--- config.mk ---
export PLATFORM = sky130hd
export DESIGN_NAME = nor_erase_seq
export DESIGN_NICKNAME = d
export VERILOG_FILES = /design/src/rtl/nor_erase_pkg.sv /design/src/rtl/erase_req_check.sv /design/src/rtl/erase_gap_timer.sv /design/src/rtl/erase_poll_judge.sv /design/src/rtl/nor_erase_seq.sv
export SDC_FILE = /design/constraint.sdc
export NUM_CORES = 1
export LEC_CHECK = 0
export BUFFER_PORTS_ARGS = -buffer_cell sky130_fd_sc_hd__buf_2
export CORE_MARGIN = 2
export CORE_UTILIZATION = 30
export CTS_CLUSTER_DIAMETER = 120
export DETAILED_ROUTE_END_ITERATION = 7
export PLACE_DENSITY = 0.45
export SLEW_MARGIN = 20
export SYNTH_ARGS = -nofsm -noshare
export SYNTH_HDL_FRONTEND = slang
export SYNTH_SLANG_ARGS = --single-unit
--- constraint.sdc ---
create_clock -name clk -period 5.05 [get_ports clk]
set_input_delay 0.7575 -clock clk [delete_from_list [all_inputs] [get_ports clk]]
set_output_delay 0.7575 -clock clk [all_outputs]
set_load 0.01 [all_outputs]
--- src/rtl/nor_erase_pkg.sv ---
package nor_erase_pkg;

    typedef enum logic [2:0] {
        EK_NONE     = 3'd0,
        EK_REJECT   = 3'd1,
        EK_WINDOW   = 3'd2,
        EK_DEVICE   = 3'd3,
        EK_NOTTAKEN = 3'd4
    } err_kind_e;

    typedef enum logic [1:0] {
        PV_PENDING = 2'd0,
        PV_DONE    = 2'd1,
        PV_FAIL    = 2'd2
    } poll_verdict_e;

    localparam logic [11:0] OFS_HI = 12'h555;
    localparam logic [11:0] OFS_LO = 12'h2AA;
    localparam logic [7:0]  CMD_SECTOR = 8'h30;
    localparam logic [7:0]  CMD_RESET  = 8'hF0;
    localparam int unsigned SETUP_STEPS = 6;

    // offset of each setup write relative to the region start
    function automatic logic [11:0] setup_offset(input logic [2:0] step);
        logic [11:0] ofs;
        case (step)
            3'd2, 3'd5: ofs = OFS_LO;
            default:    ofs = OFS_HI;
        endcase
        return ofs;
    endfunction

    // data of each setup write
    function automatic logic [7:0] setup_data(input logic [2:0] step);
        logic [7:0] d;
        case (step)
            3'd0:       d = CMD_RESET;
            3'd1, 3'd4: d = 8'hAA;
            3'd2, 3'd5: d = 8'h55;
            default:    d = 8'h80;
        endcase
        return d;
    endfunction

endpackage

--- src/rtl/erase_req_check.sv ---
module erase_req_check #(
    parameter int unsigned ADDR_W = 24,
    parameter int unsigned CNT_W  = 8,
    parameter int unsigned SECT_W = 16,
    parameter int unsigned DEV_W  = 21
) (
    input  logic [ADDR_W-1:0] addr,
    input  logic [CNT_W-1:0]  count,
    output logic              legal
);
    localparam int unsigned SUM_W = ADDR_W + CNT_W + 1;

    logic [SUM_W-1:0] span_end;
    logic             aligned;
    logic             nonzero;
    logic             fits;

    always_comb begin
        span_end = SUM_W'(addr) + (SUM_W'(count) << SECT_W);
        aligned  = (addr[SECT_W-1:0] == '0);
        nonzero  = (count != '0);
        fits     = (span_end <= (SUM_W'(1) << DEV_W));
        legal    = aligned && nonzero && fits;
    end

endmodule

--- src/rtl/erase_gap_timer.sv ---
module erase_gap_timer #(
    parameter int unsigned GAP_CYCLES = 2500
) (
    input  logic clk,
    input  logic rst_n,
    input  logic clear,
    input  logic arm,
    output logic late
);
    localparam int unsigned TW = $clog2(GAP_CYCLES + 1);
    localparam logic [TW-1:0] LIMIT = TW'(GAP_CYCLES);

    logic [TW-1:0] cnt;
    logic          armed;

    always_ff @(posedge clk or negedge rst_n) begin
        if (!rst_n) begin
            cnt   <= '0;
            armed <= 1'b0;
        end else if (clear) begin
            cnt   <= '0;
            armed <= 1'b0;
        end else if (arm) begin
            cnt   <= '0;
            armed <= 1'b1;
        end else if (armed && cnt != LIMIT) begin
            cnt <= cnt + 1'b1;
        end
    end

    assign late = armed && (cnt == LIMIT);

    AST_ARM_NOT_LATE: assert property (@(posedge clk) disable iff (!rst_n)
        arm && !clear |=> !late);

endmodule

--- src/rtl/erase_poll_judge.sv ---
module erase_poll_judge
    import nor_erase_pkg::*;
(
    input  logic          clk,
    input  logic          rst_n,
    input  logic          clear,
    input  logic          sample,
    input  logic [7:0]    rdata,
    output poll_verdict_e verdict,
    output logic [7:0]    captured
);
    logic [7:0] hist1;
    logic [7:0] hist2;
    logic [1:0] seen;

    always_ff @(posedge clk or negedge rst_n) begin
        if (!rst_n) begin
            hist1 <= '0;
            hist2 <= '0;
            seen  <= '0;
        end else if (clear) begin
            seen <= '0;
        end else if (sample) begin
            hist2 <= hist1;
            hist1 <= rdata;
            if (seen != 2'd2) seen <= seen + 2'd1;
        end
    end

    always_comb begin
        if (seen != 2'd2)         verdict = PV_PENDING;
        else if (rdata[7])        verdict = PV_DONE;
        else if (rdata != hist1)  verdict = PV_PENDING;
        else                      verdict = PV_FAIL;
        captured = hist2;
    end

endmodule

--- src/rtl/nor_erase_seq.sv ---
module nor_erase_seq
    import nor_erase_pkg::*;
#(
    parameter int unsigned ADDR_W     = 24,
    parameter int unsigned CNT_W      = 8,
    parameter int unsigned SECT_W     = 16,
    parameter int unsigned DEV_W      = 21,
    parameter int unsigned GAP_CYCLES = 2500
) (
    input  logic              clk,
    input  logic              rst_n,
    input  logic              start,
    input  logic [ADDR_W-1:0] start_addr,
    input  logic [CNT_W-1:0]  sector_count,
    output logic              busy,
    output logic              done,
    output logic              error,
    output logic [2:0]        err_kind,
    output logic [7:0]        fail_status,
    output logic              bus_req,
    output logic              bus_we,
    output logic [ADDR_W-1:0] bus_addr,
    output logic [7:0]        bus_wdata,
    input  logic              bus_ack,
    input  logic [7:0]        bus_rdata
);
    localparam logic [ADDR_W-1:0] SECT_BYTES = ADDR_W'(1) << SECT_W;
    localparam logic [2:0]        LAST_STEP  = 3'(SETUP_STEPS - 1);

    typedef enum logic [2:0] {
        ST_IDLE, ST_SETUP, ST_SECT_CMD, ST_SECT_CHK,
        ST_POLL, ST_RECOVER, ST_FINISH
    } state_e;

    state_e            state, state_d;
    logic [2:0]        step, step_d;
    logic [CNT_W-1:0]  idx, idx_d;
    logic [CNT_W-1:0]  cnt_q, cnt_d;
    logic [ADDR_W-1:0] base_q, base_d;
    logic [ADDR_W-1:0] sect_q, sect_d;
    err_kind_e         ek_q, ek_d;
    logic [7:0]        fail_q, fail_d;

    logic          legal;
    logic          late;
    poll_verdict_e verdict;
    logic [7:0]    captured;

    erase_req_check #(
        .ADDR_W(ADDR_W), .CNT_W(CNT_W), .SECT_W(SECT_W), .DEV_W(DEV_W)
    ) u_check (
        .addr (start_addr),
        .count(sector_count),
        .legal(legal)
    );

    erase_gap_timer #(.GAP_CYCLES(GAP_CYCLES)) u_gap (
        .clk  (clk),
        .rst_n(rst_n),
        .clear(state == ST_IDLE),
        .arm  (state == ST_SECT_CMD && bus_ack),
        .late (late)
    );

    erase_poll_judge u_judge (
        .clk     (clk),
        .rst_n   (rst_n),
        .clear   (state != ST_POLL),
        .sample  (state == ST_POLL && bus_ack),
        .rdata   (bus_rdata),
        .verdict (verdict),
        .captured(captured)
    );

    // state register
    always_ff @(posedge clk or negedge rst_n) begin
        if (!rst_n) begin
            state  <= ST_IDLE;
            step   <= '0;
            idx    <= '0;
            cnt_q  <= '0;
            base_q <= '0;
            sect_q <= '0;
            ek_q   <= EK_NONE;
            fail_q <= '0;
        end else begin
            state  <= state_d;
            step   <= step_d;
            idx    <= idx_d;
            cnt_q  <= cnt_d;
            base_q <= base_d;
            sect_q <= sect_d;
            ek_q   <= ek_d;
            fail_q <= fail_d;
        end
    end

    // next-state logic
    always_comb begin
        state_d = state;
        step_d  = step;
        idx_d   = idx;
        cnt_d   = cnt_q;
        base_d  = base_q;
        sect_d  = sect_q;
        ek_d    = ek_q;
        fail_d  = fail_q;
        unique case (state)
            ST_IDLE: begin
                if (start) begin
                    fail_d = '0;
                    if (legal) begin
                        state_d = ST_SETUP;
                        ek_d    = EK_NONE;
                        step_d  = '0;
                        idx_d   = '0;
                        cnt_d   = sector_count;
                        base_d  = start_addr;
                        sect_d  = start_addr;
                    end else begin
                        state_d = ST_FINISH;
                        ek_d    = EK_REJECT;
                    end
                end
            end
            ST_SETUP: begin
                if (bus_ack) begin
                    if (step == LAST_STEP) state_d = ST_SECT_CMD;
                    else                   step_d  = step + 3'd1;
                end
            end
            ST_SECT_CMD: begin
                if (bus_ack) begin
                    if (idx != '0 && late) begin
                        state_d = ST_RECOVER;
                        ek_d    = EK_WINDOW;
                    end else if (idx != '0) begin
                        state_d = ST_SECT_CHK;
                    end else if (cnt_q == CNT_W'(1)) begin
                        state_d = ST_POLL;
                    end else begin
                        idx_d  = idx + 1'b1;
                        sect_d = sect_q + SECT_BYTES;
                    end
                end
            end
            ST_SECT_CHK: begin
                if (bus_ack) begin
                    if (bus_rdata[3]) begin
                        state_d = ST_RECOVER;
                        ek_d    = EK_WINDOW;
                    end else if (idx == cnt_q - 1'b1) begin
                        state_d = ST_POLL;
                    end else begin
                        state_d = ST_SECT_CMD;
                        idx_d   = idx + 1'b1;
                        sect_d  = sect_q + SECT_BYTES;
                    end
                end
            end
            ST_POLL: begin
                if (bus_ack) begin
                    if (verdict == PV_DONE) begin
                        state_d = ST_FINISH;
                    end else if (verdict == PV_FAIL) begin
                        state_d = ST_RECOVER;
                        fail_d  = captured;
                        ek_d    = captured[5] ? EK_DEVICE : EK_NOTTAKEN;
                    end
                end
            end
            ST_RECOVER: begin
                if (bus_ack) state_d = ST_FINISH;
            end
            ST_FINISH: begin
                state_d = ST_IDLE;
            end
            default: state_d = ST_IDLE;
        endcase
    end

    // outputs
    always_comb begin
        bus_req   = 1'b0;
        bus_we    = 1'b0;
        bus_addr  = base_q;
        bus_wdata = '0;
        unique case (state)
            ST_SETUP: begin
                bus_req   = 1'b1;
                bus_we    = 1'b1;
                bus_addr  = base_q + ADDR_W'(setup_offset(step));
                bus_wdata = setup_data(step);
            end
            ST_SECT_CMD: begin
                bus_req   = 1'b1;
                bus_we    = 1'b1;
                bus_addr  = sect_q;
                bus_wdata = CMD_SECTOR;
            end
            ST_SECT_CHK: begin
                bus_req  = 1'b1;
                bus_addr = sect_q;
            end
            ST_POLL: begin
                bus_req  = 1'b1;
                bus_addr = base_q;
            end
            ST_RECOVER: begin
                bus_req   = 1'b1;
                bus_we    = 1'b1;
                bus_addr  = base_q + ADDR_W'(OFS_HI);
                bus_wdata = CMD_RESET;
            end
            default: ;
        endcase
        busy        = (state != ST_IDLE);
        done        = (state == ST_FINISH);
        error       = (ek_q != EK_NONE);
        err_kind    = ek_q;
        fail_status = fail_q;
    end

    AST_REQ_HOLD: assert property (@(posedge clk) disable iff (!rst_n)
        bus_req && !bus_ack |=> bus_req && $stable(bus_we) && $stable(bus_addr) && $stable(bus_wdata));
    AST_IDLE_NO_REQ: assert property (@(posedge clk) disable iff (!rst_n)
        !busy |-> !bus_req && !done);
    AST_DONE_PULSE: assert property (@(posedge clk) disable iff (!rst_n)
        done |=> !done && !busy);
    AST_POLL_READONLY: assert property (@(posedge clk) disable iff (!rst_n)
        state == ST_POLL |-> bus_req && !bus_we && bus_addr == base_q);
    AST_START_IGNORED: assert property (@(posedge clk) disable iff (!rst_n)
        busy && !done |=> $stable(base_q) && $stable(cnt_q));

endmodule

==> impl_table.tex <==
\begin{tabular}{lr}
\hline
Metric & Value \\
\hline
\multicolumn{2}{l}{\textbf{Route}} \\
\quad Detailed-route wire length & roughly 18000 um \\
\quad Detailed-route wire length per cell & approximately 16 um \\
\quad Initial detailed-routing violation count & between 300 and 400 \\
\quad Vias after detailed routing & 5720 \\
\quad Total DRC errors in the routed layout & 0 \\
\quad Antenna viol nets, final & 0 \\
\quad Initial DRT Pass Iterations & 5 \\
\quad Detail-routed via count per cell & between 4 and 5 \\
\multicolumn{2}{l}{\textbf{Worst setup path}} \\
\quad Maximum fanout encountered on the critical timing path & 6 \\
\quad Worst r2r path cells & 10 \\
\quad Origin of the critical flop-to-flop path & idx[0] \\
\quad Capturing element type of the critical path & output pin \\
\quad Type of the worst setup path & reg -> out \\
\quad Worst Path Arrival & 3.91 ns \\
\quad Type of element launching the critical path & flop \\
\quad Worst-case register-to-register setup slack & between 1.5 and 2 ns \\
\quad Terminus of the critical flop-to-flop path & idx[5] \\
\quad Data required time at the worst endpoint & around 4.3 ns \\
\multicolumn{2}{l}{\textbf{Clock tree}} \\
\quad Insertion delay to the later sink of the worst-skew pair & 0.36 ns \\
\quad CTS tree & built \\
\quad Root Driver & clkbuf\_16 \\
\quad Inserted Clock Buffers & 9 \\
\quad Clock-pin slew reported for the worst setup and hold paths after clock tree synthesis & roughly 0.090 ns \\
\quad Number of sinks handled by clock tree synthesis & 112 \\
\quad CTS H-tree depth & 3 \\
\quad Clock Tree Buf Depth & 2 \\
\multicolumn{2}{l}{\textbf{Timing}} \\
\quad Final cycle utilization of the critical path & between 90\% and 100\% \\
\quad Setup repair after global routing missed its margin & no \\
\quad Slew at the pin closest to its max-slew limit & around 0.8 ns \\
\quad Smallest hold slack & slightly above 0.4 ns \\
\quad Final count of negative-setup-slack endpoints & 0 \\
\quad Relative slew margins & between 40\% and 50\% \\
\quad Largest clock skew in the final design & 0.00945 ns \\
\quad Maximum clock rate & around 0.21 GHz \\
\quad Count of pins over their slew limit & 0 \\
\quad Fin crit period & roughly 4.7 ns \\
\quad Hold Violations, Final & 0 \\
\quad Setup tns final & 0 ns \\
\multicolumn{2}{l}{\textbf{Logic synthesis}} \\
\quad Synth Warn \# & 0 \\
\quad Syn Nets & 853 \\
\quad Share of synthesized area occupied by flip-flops and latches & between 40\% and 50\% \\
\quad Async set-reset flop share out of synthesis & 100\% \\
\quad Flops \& latches, synth & $\sim$110 \\
\quad Synthesized instance count & $\sim$770 \\
\quad Synthesized cell area & slightly below 7000 um\^{}2 \\
\quad Average footprint of a synthesized cell & between 8 and 9 um\^{}2 \\
\quad Count of different cell masters after synthesis & between 60 and 70 \\
\quad Number of enable-type register cells in the synthesized netlist & 0 \\
\quad Top\_reg\_cell synth & dfrtp\_1 \\
\multicolumn{2}{l}{\textbf{Floorplanning}} \\
\quad Die height & around 160 um \\
\quad Std-Cell Core Area & roughly 23000 um\^{}2 \\
\quad Initial core utilization & roughly 30\% \\
\quad Die outline width & 155 um \\
\quad Die footprint & 24100 um\^{}2 \\
\quad Top Ports & 92 \\
\quad Number of cell rows & 55 \\
\multicolumn{2}{l}{\textbf{Global routing}} \\
\quad Number of global-route vias before repair & around 5600 \\
\quad First-pass GRT wire length & around 30000 um \\
\quad Antenna violations before repair & 0 \\
\quad Total global routing overflow & 0 \\
\quad Global-route usage over all layers & approximately 15\% \\
\quad Pin count of the biggest net entering global routing & 52 \\
\multicolumn{2}{l}{\textbf{Cells and area}} \\
\quad Count of filler cells inserted in the layout & around 2300 \\
\quad Final \#Nets & 935 \\
\quad Area growth syn-to-layout & 16.6\% \\
\quad Ratio of cells with drive above 1 in the final layout & between 10\% and 20\% \\
\quad Ant diodes & 0 \\
\multicolumn{2}{l}{\textbf{Place}} \\
\quad Quantity of I/O buffers inserted on ports & between 90 and 100 \\
\quad Final HPWL from detailed placement & between 10000 and 15000 um \\
\quad Final weighted congestion in routability-driven placement & roughly 0.81 \\
\multicolumn{2}{l}{\textbf{Power}} \\
\quad Power per Cell Area & 453 nW/um\^{}2 \\
\quad Peak ir drop on the vdd network & between 0.15 and 0.2 mV \\
\quad P\_leak & $\sim$3.9 nW \\
\multicolumn{2}{l}{\textbf{Status}} \\
\quad Status & finished, final reports clean \\
\multicolumn{2}{l}{\textbf{Job}} \\
\quad Max-cap violations & 0 \\
\multicolumn{2}{l}{\textbf{Min path}} \\
\quad Worst Hold Class & in -> async \\
\hline
\end{tabular}
-- power breakdown --
group / internal, mW / total, mW / switching (mW)
clock network: 0.356 / 0.739 / 0.383
registers: 1.07 / 1.21 / 0.141
logic: 0.638 / 1.68 / 1.04
total: 2.06 / 3.62 / 1.56
-- cells in the final DEF, fill, tap and decap left out, drive strengths merged, types with 5 or more instances in the layout --
cell type  count
a211oi         5
nor4           9
or3            6
nand2        131
and3          14
nand3         31
o21ai         49
o211ai         8
a22o           6
clkbuf         9
o22ai          7
dfrtp        112
xor2          20
or4            7
mux2          13
nor2b         41
a31oi         10
a22oi          8
nand4         11
a21o           5
nor3          16
inv           34
nor2          51
a221o          6
xnor2         15
buf          106
ha            34
o21a           7
a21oi         32
-- synthesized netlist by cell type (all sizes together) (6+ instances only) --
master / instances / area [um^2]
ha: 34 / 425
nor4: 9 / 62.6
clkbuf: 23 / 86.3
nor2: 51 / 191
inv: 31 / 116
or3: 6 / 37.5
buf: 12 / 67.6
o211ai: 8 / 60.1
nand4: 11 / 68.8
xor2: 20 / 175
a22o: 6 / 52.6
o22ai: 7 / 43.8
mux2: 13 / 146
xnor2: 15 / 131
a21oi: 32 / 160
a31oi: 10 / 62.6
o21ai: 49 / 249
or4: 7 / 52.6
a221o: 6 / 60.1
o21a: 7 / 52.6
nand2: 131 / 492
nor2b: 41 / 257
nor3: 16 / 91.3
nand3: 31 / 155
a22oi: 8 / 60.1
dfrtp: 112 / 2800
and3: 14 / 87.6
-- logic make-up (layout without fill, tap and decap cells) --
group / count (synthesis) / after routing / synth area share [%]
AO/OA/AOI/OAI: 168 / 168 / 16.9
adder cells (fa/ha/maj): 36 / 36 / 6.79
XOR/XNOR: 35 / 35 / 4.47
flip-flops: 112 / 112 / 40.9
AND/OR/NAND/NOR: 339 / 339 / 24.3
buffers and inverters: 66 / 153 / 3.94
multiplexers: 17 / 17 / 2.72
-- per-stage QoR --
stage	power (mW)	std cells	cell area, um^2	util, %	worst slack, ns
CTS	3.67	1145	7960	35.3	0.0737
finish	3.62	1145	7990	35.4	0.380
global placement	2.90	1128	7630	33.8	0.283
global route	3.94	1145	7990	35.4	0.0278
detailed placement	2.89	1128	7630	33.8	0.159
floorplan	2.32	773	6860	-	0.701
-- final cells by class --
| class | instances | area, um^2 | share of cell area, % |
|---|---|---|---|
| Tap cell | 285 | 357 | 4.46 |
| Multi-Input combinational cell | 595 | 3830 | 48.0 |
| Clock inverter | 7 | 86.3 | 1.08 |
| Sequential cell | 112 | 2800 | 35.1 |
| Clock buffer | 9 | 225 | 2.82 |
| Timing Repair Buffer | 106 | 571 | 7.14 |
| Inverter | 31 | 116 | 1.46 |
-- state kept, by name, summed over array words and instances (netlist names) --
| signal | flops |
|---|---|
| base_q | 24 |
| state | 3 |
| idx | 8 |
| u_gap.armed | 1 |
| u_gap.cnt | 12 |
| u_judge.captured | 8 |
| u_judge.seen | 2 |
| fail_status | 8 |
| step | 3 |
| u_judge.hist1 | 8 |
| cnt_q | 8 |
| sect_q | 24 |
| err_kind | 3 |
-- critical path, cell delays in order, from the launching register on --
cell,delay (ns)
dfrtp_1,0.42
inv_1,0.09
ha_1,0.18
nand2_1,0.09
a21boi_2,0.18
a21oi_2,0.14
inv_1,0.07
buf_4,0.17
fa_1,0.42
nor2b_2,0.14
o21ai_0,0.12
a21oi_2,0.20
o31ai_2,0.10
a21oi_2,0.24
a211oi_2,0.14
or4b_2,0.62
nand4_1,0.12
buf_2,0.14
-- layer usage --
layer / global-route usage (%) / part of all wire [%] / up-vias
met5: 0 / 0 / -
met4: 4.15 / 1.4 / 0
met3: 2.62 / 2.9 / 16
met2: 24.0 / 45 / 78
met1: 22.1 / 51 / 2725
li1: - / - / 2901
-- how the worst max path moves through the flow --
| stage | startpoint | to | slack, ns | depth (start not counted) |
|---|---|---|---|---|
| final | step[1] | bus_addr[14] | 0.38 | 17 |
| after global routing | step[1] | bus_addr[14] | 0.03 | 17 |
| after CTS | step[1] | bus_addr[14] | 0.07 | 18 |
| after detailed placement | step[1] | bus_addr[21] | 0.16 | 16 |
| after global placement | step[1] | bus_addr[19] | 0.28 | 16 |
| after floorplan | step[0] | bus_addr[14] | 0.70 | 16 |
-- repair_timing --
item                                    in CTS  in global routing
hold endpoints to repair                     0                  0
pin swaps                                    0                  2
buffers inserted                             1                  0
resized for setup                            2                  9
endpoints found under the setup margin      13                 13
hold buffers                                 0                  0
No activity file was read; power rests on OpenSTA's default activity.
